File: src/rtl/adv_load_table.sv
module adv_load_table #(
  parameter int ENTRIES = 8,
  parameter int REG_W   = 7,
  parameter int ADDR_W  = 32
) (
  input  logic              clk,
  input  logic              rst_n,
  input  logic              flush,
  input  logic              ins_valid,
  input  logic [REG_W-1:0]  ins_reg,
  input  logic [ADDR_W-1:0] ins_addr,
  input  logic              ins_defer,
  input  logic              st_valid,
  input  logic [ADDR_W-1:0] st_addr,
  input  logic              chk_valid,
  input  logic              chk_advanced,
  input  logic [REG_W-1:0]  chk_reg,
  output logic              rsp_valid,
  output logic              rsp_refetch,
  output logic              rsp_fixup,
  output logic              rsp_exc
);

  localparam int IDX_W = (ENTRIES > 1) ? $clog2(ENTRIES) : 1;
  localparam int DW_W  = ADDR_W - 3;
  localparam logic [ENTRIES-1:0] ONE = {{(ENTRIES-1){1'b0}}, 1'b1};
  localparam logic [IDX_W-1:0]   OLDEST = IDX_W'(ENTRIES - 1);

  logic [ENTRIES-1:0] vld, conf, dfr;
  logic [REG_W-1:0]   tag [ENTRIES];
  logic [DW_W-1:0]    dw  [ENTRIES];
  logic [IDX_W-1:0]   age [ENTRIES];

  wire [DW_W-1:0] ins_dw = ins_addr[ADDR_W-1:3];
  wire [DW_W-1:0] st_dw  = st_addr[ADDR_W-1:3];

  logic [ENTRIES-1:0] ins_hit, chk_hit, st_hit, old_slot, victim, alloc;
  logic [IDX_W-1:0]   vic_age;

  for (genvar i = 0; i < ENTRIES; i++) begin : g_cmp
    assign ins_hit[i]  = vld[i] && tag[i] == ins_reg;
    assign chk_hit[i]  = vld[i] && tag[i] == chk_reg;
    assign st_hit[i]   = vld[i] && dw[i] == st_dw;
    assign old_slot[i] = age[i] == OLDEST;
  end

  wire [ENTRIES-1:0] free       = ~vld;
  wire [ENTRIES-1:0] first_free = free & (~free + ONE);

  assign victim = (|ins_hit) ? ins_hit : (|free) ? first_free : old_slot;
  assign alloc  = (ins_valid && !flush) ? victim : '0;

  always_comb begin
    vic_age = '0;
    for (int i = 0; i < ENTRIES; i++)
      if (victim[i]) vic_age = age[i];
  end

  wire chk_any = |chk_hit;
  wire chk_bad = !chk_any || |(chk_hit & conf);
  wire chk_dfr = |(chk_hit & dfr);
  wire new_conf = st_valid && st_dw == ins_dw;

  for (genvar i = 0; i < ENTRIES; i++) begin : g_ent
    always_ff @(posedge clk) begin
      if (!rst_n) begin
        vld[i]  <= 1'b0;
        conf[i] <= 1'b0;
        dfr[i]  <= 1'b0;
        tag[i]  <= '0;
        dw[i]   <= '0;
        age[i]  <= IDX_W'(i);
      end else if (flush) begin
        vld[i]  <= 1'b0;
      end else begin
        if (alloc[i]) begin
          vld[i]  <= 1'b1;
          tag[i]  <= ins_reg;
          dw[i]   <= ins_dw;
          dfr[i]  <= ins_defer;
          conf[i] <= new_conf;
        end else if (st_valid && st_hit[i]) begin
          conf[i] <= 1'b1;
        end else if (chk_valid && !chk_advanced && chk_hit[i]) begin
          conf[i] <= 1'b0;
        end
        if (ins_valid) begin
          if (alloc[i])               age[i] <= '0;
          else if (age[i] < vic_age)  age[i] <= age[i] + 1'b1;
        end
      end
    end
  end

  always_ff @(posedge clk) begin
    if (!rst_n) begin
      rsp_valid   <= 1'b0;
      rsp_refetch <= 1'b0;
      rsp_fixup   <= 1'b0;
      rsp_exc     <= 1'b0;
    end else begin
      rsp_valid   <= chk_valid;
      rsp_refetch <= chk_valid && !chk_advanced && chk_bad;
      rsp_fixup   <= chk_valid && chk_advanced && chk_bad;
      rsp_exc     <= chk_valid && chk_any && chk_dfr;
    end
  end

  logic [REG_W-1:0] prev_ins_reg;
  logic [DW_W-1:0]  prev_st_dw;
  logic [ENTRIES-1:0] prev_ins_seen, prev_st_match;

  always_ff @(posedge clk) begin
    prev_ins_reg <= ins_reg;
    prev_st_dw   <= st_dw;
  end

  for (genvar i = 0; i < ENTRIES; i++) begin : g_chk
    assign prev_ins_seen[i] = vld[i] && tag[i] == prev_ins_reg;
    assign prev_st_match[i] = vld[i] && dw[i] == prev_st_dw;
  end

  assert_insert_lands_R1: assert property (@(posedge clk) disable iff (!rst_n)
    ins_valid && !flush |=> |prev_ins_seen);

  always_comb begin
    if (rst_n)
      for (int i = 0; i < ENTRIES; i++)
        for (int j = i + 1; j < ENTRIES; j++)
          assert_single_owner_R2: assert (!(vld[i] && vld[j] && tag[i] == tag[j]));
  end

  assert_store_marks_R4: assert property (@(posedge clk) disable iff (!rst_n)
    st_valid && !flush |=> (prev_st_match & ~conf) == '0);

  assert_miss_refetch_R5: assert property (@(posedge clk) disable iff (!rst_n)
    chk_valid && !chk_advanced && !chk_any |=> rsp_refetch);

  assert_check_adv_quiet_R6: assert property (@(posedge clk) disable iff (!rst_n)
    chk_valid && chk_advanced && !flush && !ins_valid && !st_valid |=> $stable(conf) && $stable(vld));

  assert_flush_empties_R9: assert property (@(posedge clk) disable iff (!rst_n)
    flush |=> vld == '0);

  assert_rsp_pulse_R11: assert property (@(posedge clk) disable iff (!rst_n)
    !rsp_valid |-> !rsp_refetch && !rsp_fixup && !rsp_exc);

endmodule

File: config.mk
export PLATFORM = sky130hd
export DESIGN_NAME = adv_load_table
export DESIGN_NICKNAME = d
export VERILOG_FILES = /design/src/rtl/adv_load_table.sv
export SDC_FILE = /design/constraint.sdc
export NUM_CORES = 1
export LEC_CHECK = 0
export ABC_AREA = 0
export BUFFER_PORTS_ARGS = -buffer_cell sky130_fd_sc_hd__buf_2
export CORE_MARGIN = 3
export CORE_UTILIZATION = 50
export DETAILED_ROUTE_END_ITERATION = 10
export PLACE_DENSITY = 0.67
export SETUP_SLACK_MARGIN = 0.4
export SLEW_MARGIN = 20
export SYNTH_ARGS = -nofsm -noshare
export SYNTH_HDL_FRONTEND = slang
export SYNTH_SLANG_ARGS = --single-unit
File: constraint.sdc
create_clock -name clk -period 5.8 [get_ports clk]
set_input_delay 0.29 -clock clk [delete_from_list [all_inputs] [get_ports clk]]
set_output_delay 0.29 -clock clk [all_outputs]
set_load 0.005 [all_outputs]
==> impl_metrics.py, run 1 <==
metrics = {
    "setup_path": {
        "required_ns": 6.00,
        "startpoint_type": "flop",
        "rr_worst_depth": 12,
        "path_max_fanout": 11,
        "ff2ff_setup_slack_ns": 1.16,
        "arrival_ns": 4.84,
        "r2r_start": "tag[0][7]$_SDFFCE_PN0P_",
        "crit_path_end_kind": "flop",
        "r2r-end": "age[0][2]$_SDFFCE_PN0P_",
        "worstSetupPathType": "reg2reg",
    },
    "placement": {
        "gp_congestion": 0.852,
        "port-buffer-count": 83,
        "hpwl_um": 34300,
    },
    "detailed_routing": {
        "via_per_inst": 6.03,
        "ant_nets": 0,
        "drt_iter0_drc": 1283,
        "routed_wl_um": 54500,
        "vias": 12600,
        "drc": 0,
        "dr.pass1.iters": 7,
        "wire_per_inst_um": 26.1,
    },
    "sta": {
        "hold_viol_final": 0,
        "maxSlewViolCount": 0,
        "rsz0062_at_grt": "no",
        "setup_viol": 0,
        "finalCritPeriodShare_pct": 80.1,
        "skew_ns": 0.0110,
        "tightest_slew_ns": 1.10,
        "period_minus_slack_ns": 4.64,
        "finalSetupTns_ns": 0,
        "slew-limit-headroom_pct": 26.3,
        "max_clock_freq_mhz": 215,
    },
    "hold_path": {
        "hold_depth": 2,
        "hp-class": "in2reg",
        "worstHoldEndpoint": "dfr[1]$_SDFFE_PN0P_",
        "hold_start": "ins_defer",
    },
    "die": {
        "start_util_pct": 51.3,
        "boundaryPins": 90,
        "rows": 69,
        "die_area_um2": 39300,
        "coreArea_um2": 36000,
        "die_height_um": 198,
        "die_x_um": 198,
    },
    "clock_tree": {
        "clkSinkCount": 340,
        "cts_root_buf": "clkbuf_16",
        "cts_buffer_depth": 3,
        "cts_tree": "done",
        "cts_buffers": 38,
        "cts.clk_slew.worst_paths_ns": 0.06,
        "postCtsResizedCells": 0,
        "postCtsSetupRepairBufs": 0,
        "htree_levels": 2,
        "clock_latency_ns": 0.54,
    },
    "layout": {
        "nFillCells": 2984,
        "num-nets-final": 1705,
        "area_growth_pct": 9.96,
        "final_common_cell": "edfxtp_1",
        "final_cell_mix": "edfxtp_1 (312), xor2_1 (273), and2_1 (189)",
        "drive_gt1_share_pct": 11.0,
    },
    "grt": {
        "grt_pass1_vias": 12700,
        "grt_busiest_layer": "met2",
        "antenna_found_initial": 4,
        "grt_max_degree": 98,
        "use_met2_pct": 47.5,
        "grt_overflow": 0,
        "grt.met3_usage_pct": 4.32,
        "grt_util_all_layers_pct": 27.9,
        "grt_pass1_wl_um": 80200,
        "grt_util_met1_pct": 36.0,
    },
    "yosys": {
        "ys_seq_area_share_pct": 53.8,
        "synth_area_per_cell_um2": 11.8,
        "synth_area_um2": 18500,
        "ys.flop_type": "edfxtp_1",
        "synth_nets": 1680,
        "async_reset_ff_share_pct": 0,
        "syn_inst": 1570,
        "synth-edff-count": 312,
        "synth.distinct_cells": 67,
        "synth-seq-cells": 340,
        "ys_warn_count": 0,
    },
    "power_and_ir_drop": {
        "power_leakage_nw": 7.94,
        "pwr_density_cell_nw_per_um2": 279,
        "finalPower_mw": 5.66,
        "peakVddDrop_v": 0.000252,
    },
    "run": {
        "drv_cap": 0,
    },
    "run_status": {
        "status": "completed",
    },
}
Yosys cell counts, types with 5 or more instances:
library cell  number  area (um^2)
nor3_1            12         60.1
and3_1           111          694
o21a_1            10         75.1
nor4_1            77          482
nand2_1           40          150
nor2_1            52          195
inv_1             17         63.8
xor2_1           273         2390
o31a_1             6         52.6
buf_4             10         75.1
dfxtp_1           28          561
and2_1           190         1190
o21ai_0           26          130
edfxtp_1         312         9370
nand3_1           11         55.1
ha_1              24          300
o211ai_1           8         60.1
a21oi_1           24          120
clkbuf_1          93          349
nand4_1           44          275
nor2b_1            9         56.3
a221oi_1           6         52.6
xnor2_1           92          806
nand2b_1           5         31.3
cell type report:
class,instances,area [um^2],share of cell area [%]
Sequential cell,340,9930,48.9
Clock buffer,55,1060,5.20
Timing Repair Buffer,95,510,2.51
Clock inverter,14,115,0.567
Multi-Input combinational cell,1103,8050,39.6
Tap cell,461,577,2.84
Inverter,17,63.8,0.314
Antenna cell,2,5.00,0.0246
routing by layer:
layer	up-vias	part of all wire (%)
met4	0	4.2
met2	551	49
met1	6222	39
met3	127	7.9
li1	5685	-
met5	-	0
how the worst max path moves through the flow:
stage	end	start	cells past startpoint	slack [ns]
3_3_place_gp	age[0][0]$_SDFFCE_PN0P_	ins_reg[4]	13	1.05
3_5_place_dp	age[0][0]$_SDFFCE_PN0P_	ins_reg[4]	13	0.96
2_1_floorplan	age[1][0]$_SDFFCE_PN0P_	ins_reg[2]	9	1.17
4_1_cts	age[0][2]$_SDFFCE_PN0P_	tag[0][7]$_SDFFCE_PN0P_	12	1.21
6_report	age[0][2]$_SDFFCE_PN0P_	tag[0][7]$_SDFFCE_PN0P_	12	1.16
5_1_grt	age[1][9]$_DFFE_PP_	tag[1][10]$_SDFFCE_PN0P_	14	0.74
worst max-delay path, stage by stage, from the launching register on:
cell	delay [ns]
edfxtp_1	0.41
xor2_1	0.16
nor4_1	0.36
nand4_2	0.35
nand4_4	0.29
nor4_2	0.10
nor2_1	0.59
o211ai_1	0.20
o21a_1	0.16
a41oi_1	0.75
ha_1	0.38
a21boi_0	0.17
o21ai_0	0.38
report_power, final:
part,switching [mW],internal (mW),leakage [nW]
Clock,0.969,1.35,0.571
Sequential,0.0488,2.76,3.43
Combinational,0.362,0.171,3.94
Total,1.38,4.28,7.94
repair_timing:
item,CTS,global route
hold buffers,1,0
endpoints found under the hold margin,1,0
setup endpoints to repair,0,0
registers in the layout, summed over array words and instances (netlist names):
name / flops
rsp_refetch: 1
rsp_fixup: 1
tag: 56
rsp_valid: 1
vld: 8
age: 24
conf: 8
rsp_exc: 1
dw: 232
dfr: 8
stage by stage:
| step | worst slack (ns) | hold slack, ns | util (%) | instances | instance area (um^2) |
|---|---|---|---|---|---|
| finish | 1.16 | 0.125 | 56.4 | 2087 | 20300 |
| global route | 0.743 | 0.121 | 56.4 | 2086 | 20300 |
| CTS | 1.21 | 0.0959 | 56.4 | 2085 | 20300 |
| detailed placement | 0.955 | 0.473 | 53.1 | 2015 | 19100 |
| floorplan | 1.17 | 0.404 | - | 1570 | 18500 |
| global placement | 1.05 | 0.466 | 53.1 | 2015 | 19100 |
cells by family after synthesis:
logic type,after synthesis,synth area share (%)
adders and majority gates,25,1.68
muxes,4,0.217
DFF,340,53.8
and+or+nand+nor,572,18.5
buffers and inverters,127,2.97
xor gates and xnor gates,366,17.4
AOI/OAI and AO/OA,136,5.50
Note: power is estimated with default switching activity, not from simulation.
==> run 2, diff against run 1 <==
- ABC_AREA: 0 -> 1
- clock period: 5.8 -> 4.7 ns (I/O delays scaled with it)
==> impl_metrics.py, run 2 <==
metrics = {
    "clock_tree": {
        "cts_buffers": 38,
        "cts_tree": "done",
        "postCtsSetupRepairBufs": 0,
        "cts.clk_slew.worst_paths_ns": 0.06,
        "clock_latency_ns": 0.55,
        "clkSinkCount": 340,
        "cts_buffer_depth": 3,
        "cts_root_buf": "clkbuf_16",
        "htree_levels": 2,
    },
    "power_and_ir_drop": {
        "p_sw_mw": 1.74,
        "swShare_pct": 24.6,
        "pwr_density_cell_nw_per_um2": 346,
        "comb_power_share_pct": 9.4,
        "p_seq_share_pct": 49.1,
        "p_int_mw": 5.33,
        "peakVddDrop_v": 0.000280,
        "clkPwrFrac_pct": 41.5,
        "power_leakage_nw": 8.38,
    },
    "setup_path": {
        "required_ns": 4.93,
        "r2r-end": "age[0][4]$_SDFFCE_PN0P_",
        "crit_slowest_cell": "dfxtp_1",
        "arrival_ns": 3.79,
        "path_max_fanout": 8,
        "critPathMaxStageDelay_ns": 0.48,
        "rr_worst_depth": 20,
        "worstSetupPathType": "reg2reg",
        "cp_cell_sequence": "inv_1 > nor2_1 > nand2_1 > inv_1 > nand2_1 > o31ai_1 > nand3_1 > nand2_1 > inv_1 > o21ai_0 > a21oi_1 > o221ai_1 > nand2_1 > a22oi_1 > buf_4 > ha_1 > a21boi_2 > o21ai_2 > nand2_2 > nand3_1",
        "crit_path_end_kind": "flop",
        "r2r_start": "vld[3]$_SDFFE_PP0P_",
        "crit_top_cell": "nand2_1",
        "startpoint_type": "flop",
        "ff2ff_setup_slack_ns": 1.14,
    },
    "detailed_routing": {
        "drt_iter0_drc": 1702,
        "dr.pass1.iters": 6,
        "routed_wl_um": 52100,
        "vias": 14500,
        "via_per_inst": 5.70,
        "drc": 0,
        "ant_nets": 0,
        "wire_per_inst_um": 20.5,
    },
    "die": {
        "boundaryPins": 90,
        "start_util_pct": 51.3,
        "die_x_um": 198,
        "coreArea_um2": 35900,
        "rows": 69,
        "die_area_um2": 39200,
        "die_height_um": 198,
    },
    "yosys": {
        "synth_top_area_cell": "edfxtp_1",
        "syn_inst": 1983,
        "synth.top_cell.area_share_pct": 50.8,
        "ys_seq_area_share_pct": 53.9,
        "synth-seq-cells": 340,
        "ys.flop_type": "edfxtp_1",
        "synthTopCellsByCount": "nor2_1 (404), nand2_1 (323), edfxtp_1 (312), inv_1 (170), xor2_1 (120)",
        "synth-edff-count": 312,
        "synth.distinct_cells": 53,
        "synth_nets": 2093,
        "async_reset_ff_share_pct": 0,
        "ys_warn_count": 0,
        "synth.area.top_cells": "edfxtp_1 (51%), nor2_1 (8.2%), nand2_1 (6.6%), xor2_1 (5.7%), inv_1 (3.5%)",
        "synth_area_per_cell_um2": 9.29,
        "synth_area_um2": 18400,
        "synth_most_common_cell": "nor2_1",
    },
    "hold_path": {
        "hp-class": "in2reg",
        "hold_depth": 3,
        "hold_start": "ins_defer",
        "worstHoldEndpoint": "dfr[0]$_SDFFE_PN0P_",
    },
    "sta": {
        "finalCritPeriodShare_pct": 75.7,
        "finalSetupTns_ns": 0,
        "period_minus_slack_ns": 3.56,
        "hold_viol_final": 0,
        "setup_viol": 0,
        "maxSlewViolCount": 0,
        "slew-limit-headroom_pct": 28.0,
        "max_clock_freq_mhz": 281,
        "tightest_slew_ns": 1.08,
        "rsz0062_at_grt": "no",
        "skew_ns": 0.0222,
    },
    "layout": {
        "num-nets-final": 2156,
        "largest_register_ffs": 232,
        "drive_gt1_share_pct": 12.2,
        "regMostFlops": "dw",
        "final_cell_mix": "nor2_1 (404), nand2_1 (319), edfxtp_1 (312)",
        "diodes": 0,
        "final_util_pct": 56.8,
        "area_growth_pct": 10.7,
        "final_common_cell": "nor2_1",
        "top_regs": "dw (232), tag (56), age (24)",
    },
    "placement": {
        "port-buffer-count": 83,
        "gp_congestion": 0.967,
        "hpwl_um": 35600,
    },
    "grt": {
        "grt_pass1_vias": 13800,
        "antenna_found_initial": 0,
        "grt_max_degree": 39,
        "grt_util_all_layers_pct": 26.5,
        "grt_overflow": 0,
        "grt_pass1_wl_um": 79500,
    },
    "run": {
        "drv_cap": 0,
    },
    "run_status": {
        "status": "completed",
    },
}
[run 2: how the worst max path moves through the flow]
stage	end	cells past startpoint	from	slack [ns]
4_1_cts	age[0][4]$_SDFFCE_PN0P_	20	vld[7]$_SDFFE_PP0P_	1.19
3_3_place_gp	age[0][5]$_SDFFCE_PN0P_	23	ins_reg[5]	1.13
3_5_place_dp	age[0][3]$_DFFE_PP_	23	ins_reg[5]	1.02
6_report	age[0][4]$_SDFFCE_PN0P_	20	vld[3]$_SDFFE_PP0P_	1.14
2_1_floorplan	age[0][3]$_DFFE_PP_	22	ins_reg[1]	1.57
5_1_grt	age[0][4]$_SDFFCE_PN0P_	20	vld[6]$_SDFFE_PP0P_	0.81
[run 2: power by group through the flow]
| stage | logic (mW) | registers, mW | clock network, mW |
|---|---|---|---|
| global placement | 0.642 | 3.53 | 0 |
| detailed placement | 0.657 | 3.53 | 0 |
| floorplan | 0.453 | 3.52 | 0 |
| global route | 0.732 | 3.48 | 3.08 |
| finish | 0.666 | 3.47 | 2.94 |
| CTS | 0.662 | 3.47 | 2.96 |
[run 2: logic make-up (layout without fill, tap and decap cells)]
kind of cell             after synthesis  after routing  share of synthesized area [%]
XOR/XNOR                             191            191                           9.08
AO/OA/AOI/OAI                        172            172                           6.14
AND/OR/NAND/NOR                      975            975                           22.8
flip-flops                           340            340                           53.9
adder cells (fa/ha/maj)               24             24                           1.63
buffers and inverters                281            374                           6.46
[run 2: final cells by class]
class                      count  area [um^2]
multi-input combinational   1362         7320
clock buffer                  47         1020
timing repair buffer         109          616
sequential                   340         9930
inverter                     195          749
tap                          461          577
clock inverter                23          201
fill                        3171        15500
[run 2: metrics by stage]
stage | cells | worst slack [ns] | total power, mW | area, um^2 | hold slack [ns]
after floorplan | 1983 | 1.57 | 3.97 | 18400 | 0.361
after global routing | 2537 | 0.813 | 7.30 | 20400 | 0.121
final | 2537 | 1.14 | 7.07 | 20400 | 0.115
after CTS | 2537 | 1.19 | 7.09 | 20400 | 0.102
after global placement | 2465 | 1.13 | 4.17 | 19200 | 0.443
after detailed placement | 2465 | 1.02 | 4.19 | 19200 | 0.453
[run 2: what timing repair did]
| action | in CTS | in global routing |
|---|---|---|
| gates resized for setup | 0 | 0 |
| hold endpoints to repair | 2 | 0 |
| hold buffers | 2 | 0 |
[run 2: critical path, delay by kind of cell (launching register included)]
family          cells  cell delay [ns]
compound gates      7             0.89
simple gates        8             0.98
flops               1             0.48
fa+ha+maj           1             0.24
buf+inv             4             0.64
[run 2: layer usage]
metal  vias up  GRT usage (%)  share of wire [%]
met1      6983           36.5                 41
met3       104           4.34                8.9
li1       6744              -                  -
met4         0           7.97                3.0
met2       632           43.5                 47
met5         -              0                  0
==> run 3, diff against run 2 <==
- ABC_AREA: 1 -> 0
- PLACE_DENSITY: 0.67 -> 0.7
- clock period: 4.7 -> 3 ns (I/O delays scaled with it)
==> impl_metrics.py, run 3 (synthesis results as in run 1) <==
metrics = {
    "detailed_routing": {
        "dr.pass1.iters": 6,
        "routed_wl_um": 59600,
        "drt_iter0_drc": 1509,
        "vias": 14100,
        "ant_nets": 0,
        "via_per_inst": 6.01,
        "wire_per_inst_um": 25.4,
        "drc": 0,
    },
    "setup_path": {
        "critPathMaxStageDelay_ns": 0.45,
        "crit_top_cell": "buf_4",
        "worstSetupPathType": "reg2reg",
        "cp_cell_sequence": "xor2_1 > nor4_2 > buf_4 > nand4_1 > nand4_4 > buf_6 > o31a_1 > nor3_1 > buf_4 > o31ai_2 > o211ai_1 > buf_4 > and3_1 > o21a_1 > buf_4 > buf_6 > nor3_2",
        "arrival_ns": 4.15,
        "r2r-end": "age[0][8]$_SDFFCE_PN0P_",
        "ff2ff_setup_slack_ns": -0.76,
        "startpoint_type": "flop",
        "crit_slowest_cell": "edfxtp_1",
        "path_max_fanout": 5,
        "crit_path_end_kind": "flop",
        "r2r_start": "tag[0][6]$_SDFFCE_PN0P_",
        "required_ns": 3.39,
        "rr_worst_depth": 17,
    },
    "grt": {
        "grt_util_all_layers_pct": 29.4,
        "antenna_found_initial": 1,
        "grt_util_met1_pct": 39.6,
        "grt_busiest_layer": "met2",
        "grt_overflow": 0,
        "use_met2_pct": 47.9,
        "grt_pass1_wl_um": 85400,
        "grt_max_degree": 79,
        "grt.met3_usage_pct": 4.83,
        "grt_pass1_vias": 13700,
    },
    "clock_tree": {
        "cts_buffers": 38,
        "htree_levels": 2,
        "cts_tree": "done",
        "clkSinkCount": 340,
        "cts_buffer_depth": 3,
        "clock_latency_ns": 0.57,
        "cts_root_buf": "clkbuf_16",
        "cts.clk_slew.worst_paths_ns": 0.07,
    },
    "layout": {
        "final_util_pct": 65.3,
        "diodes": 0,
        "num-nets-final": 1970,
        "final_cell_mix": "edfxtp_1 (312), xor2_1 (271), buf_4 (216)",
        "largest_register_ffs": 232,
        "nFillCells": 2626,
        "stdcell_count": 2346,
        "top_regs": "dw (232), tag (56), age (24)",
        "final_common_cell": "edfxtp_1",
        "drive_gt1_share_pct": 28.9,
        "area_growth_pct": 27.3,
        "regMostFlops": "dw",
    },
    "sta": {
        "max_clock_freq_mhz": 266,
        "rsz0062_at_grt": "yes",
        "skew_ns": 0.0292,
        "hold_viol_final": 0,
        "finalHoldWorstSlack_ns": 0.0676,
        "maxSlewViolCount": 0,
        "setup_ws_ns": -0.761,
        "slew-limit-headroom_pct": 38.2,
        "finalCritPeriodShare_pct": 125,
        "period_minus_slack_ns": 3.76,
        "setup_viol": 48,
        "finalSetupTns_ns": -30.10,
        "tightest_slew_ns": 0.927,
    },
    "die": {
        "die_x_um": 198,
        "start_util_pct": 51.3,
        "die_area_um2": 39300,
        "boundaryPins": 90,
        "die_height_um": 198,
        "rows": 69,
        "coreArea_um2": 36000,
    },
    "hold_path": {
        "hold_depth": 2,
        "worstHoldEndpoint": "dw[1][96]$_SDFFCE_PN0P_",
        "hold_start": "ins_addr[12]",
        "hp-class": "in2reg",
    },
    "placement": {
        "hpwl_um": 38500,
        "dp_cells": 2222,
        "gp_congestion": 0.959,
        "port-buffer-count": 83,
    },
    "power_and_ir_drop": {
        "peakVddDrop_v": 0.000442,
        "pwr_density_cell_nw_per_um2": 478,
        "power_leakage_nw": 9.50,
    },
    "run_status": {
        "status": "finished, violations left",
        "violations": "setup timing",
    },
    "run": {
        "drv_cap": 0,
    },
}
## run 3: changes by cell type in the layout (fill, tap and decap cells not counted), moves of 34 or more
cell	delta
nand3_1	-75
buf_4	+192
and3_1	+96
nor4_1	+37
xor2_1	+151
and2_1	+174
nor2_1	-372
o21ai_0	-34
or2_2	-44
nand2_1	-287
inv_1	-153
## run 3: through the flow
stage	total power, mW	cell area (um^2)	setup WS [ns]
3_5_place_dp	6.72	20900	-0.815
4_1_cts	11.2	22700	-0.661
6_report	11.2	23500	-0.761
3_3_place_gp	6.68	20900	-0.751
5_1_grt	11.6	23500	-0.901
2_1_floorplan	6.18	18600	-0.449
## run 3: layout make-up
type                            instances  area (um^2)  area share (%)
Inverter                               17         67.6           0.287
Clock buffer                           53         1040            4.42
Timing Repair Buffer                  360         3040            12.9
Sequential cell                       340         9930            42.2
Multi-Input combinational cell       1103         8750            37.2
Clock inverter                         12          108           0.458
Tap cell                              461          577            2.45
## run 3: how the worst max path moves through the flow
stage | start | end | slack [ns] | cells past startpoint
after floorplan | tag[1][10]$_SDFFCE_PN0P_ | age[0][9]$_DFFE_PP_ | -0.45 | 12
after global placement | tag[0][1]$_SDFFCE_PN0P_ | age[0][9]$_DFFE_PP_ | -0.75 | 15
after detailed placement | ins_reg[2] | age[1][3]$_DFFE_PP_ | -0.82 | 16
after CTS | tag[0][20]$_SDFFCE_PN0P_ | age[0][10]$_DFFE_PP_ | -0.66 | 13
after global routing | tag[0][20]$_SDFFCE_PN0P_ | age[1][7]$_DFFE_PP_ | -0.90 | 15
final | tag[0][6]$_SDFFCE_PN0P_ | age[0][8]$_SDFFCE_PN0P_ | -0.76 | 17
## run 3: worst max-delay path, delay by kind of cell, from the launching register on
family	cells	cell delay, ns
simple gates	6	1.10
buf+inv	6	0.94
compound gates	4	0.93
flops	1	0.45
xor+xnor	1	0.18
## run 3: routing by layer
metal / vias up / wire (um)
met3: 153 / 5900
li1: 6216 / -
met5: - / 0
met4: 0 / 2540
met1: 6956 / 22800
met2: 771 / 28400
## run 3: timing repair
| item | in CTS | in global routing |
|---|---|---|
| pin swaps | 21 | 48 |
| resized for setup | 96 | 87 |
| hold buffers | 3 | 0 |
| buffers inserted | 18 | 27 |
| hold endpoints to repair | 7 | 0 |
| endpoints found under the setup margin | 545 | 575 |
| cloned | 2 | 9 |
## run 3: where the power goes
group | internal [mW] | switching, mW
clock network | 2.51 | 1.92
logic | 0.571 | 0.829
registers | 5.33 | 0.0851
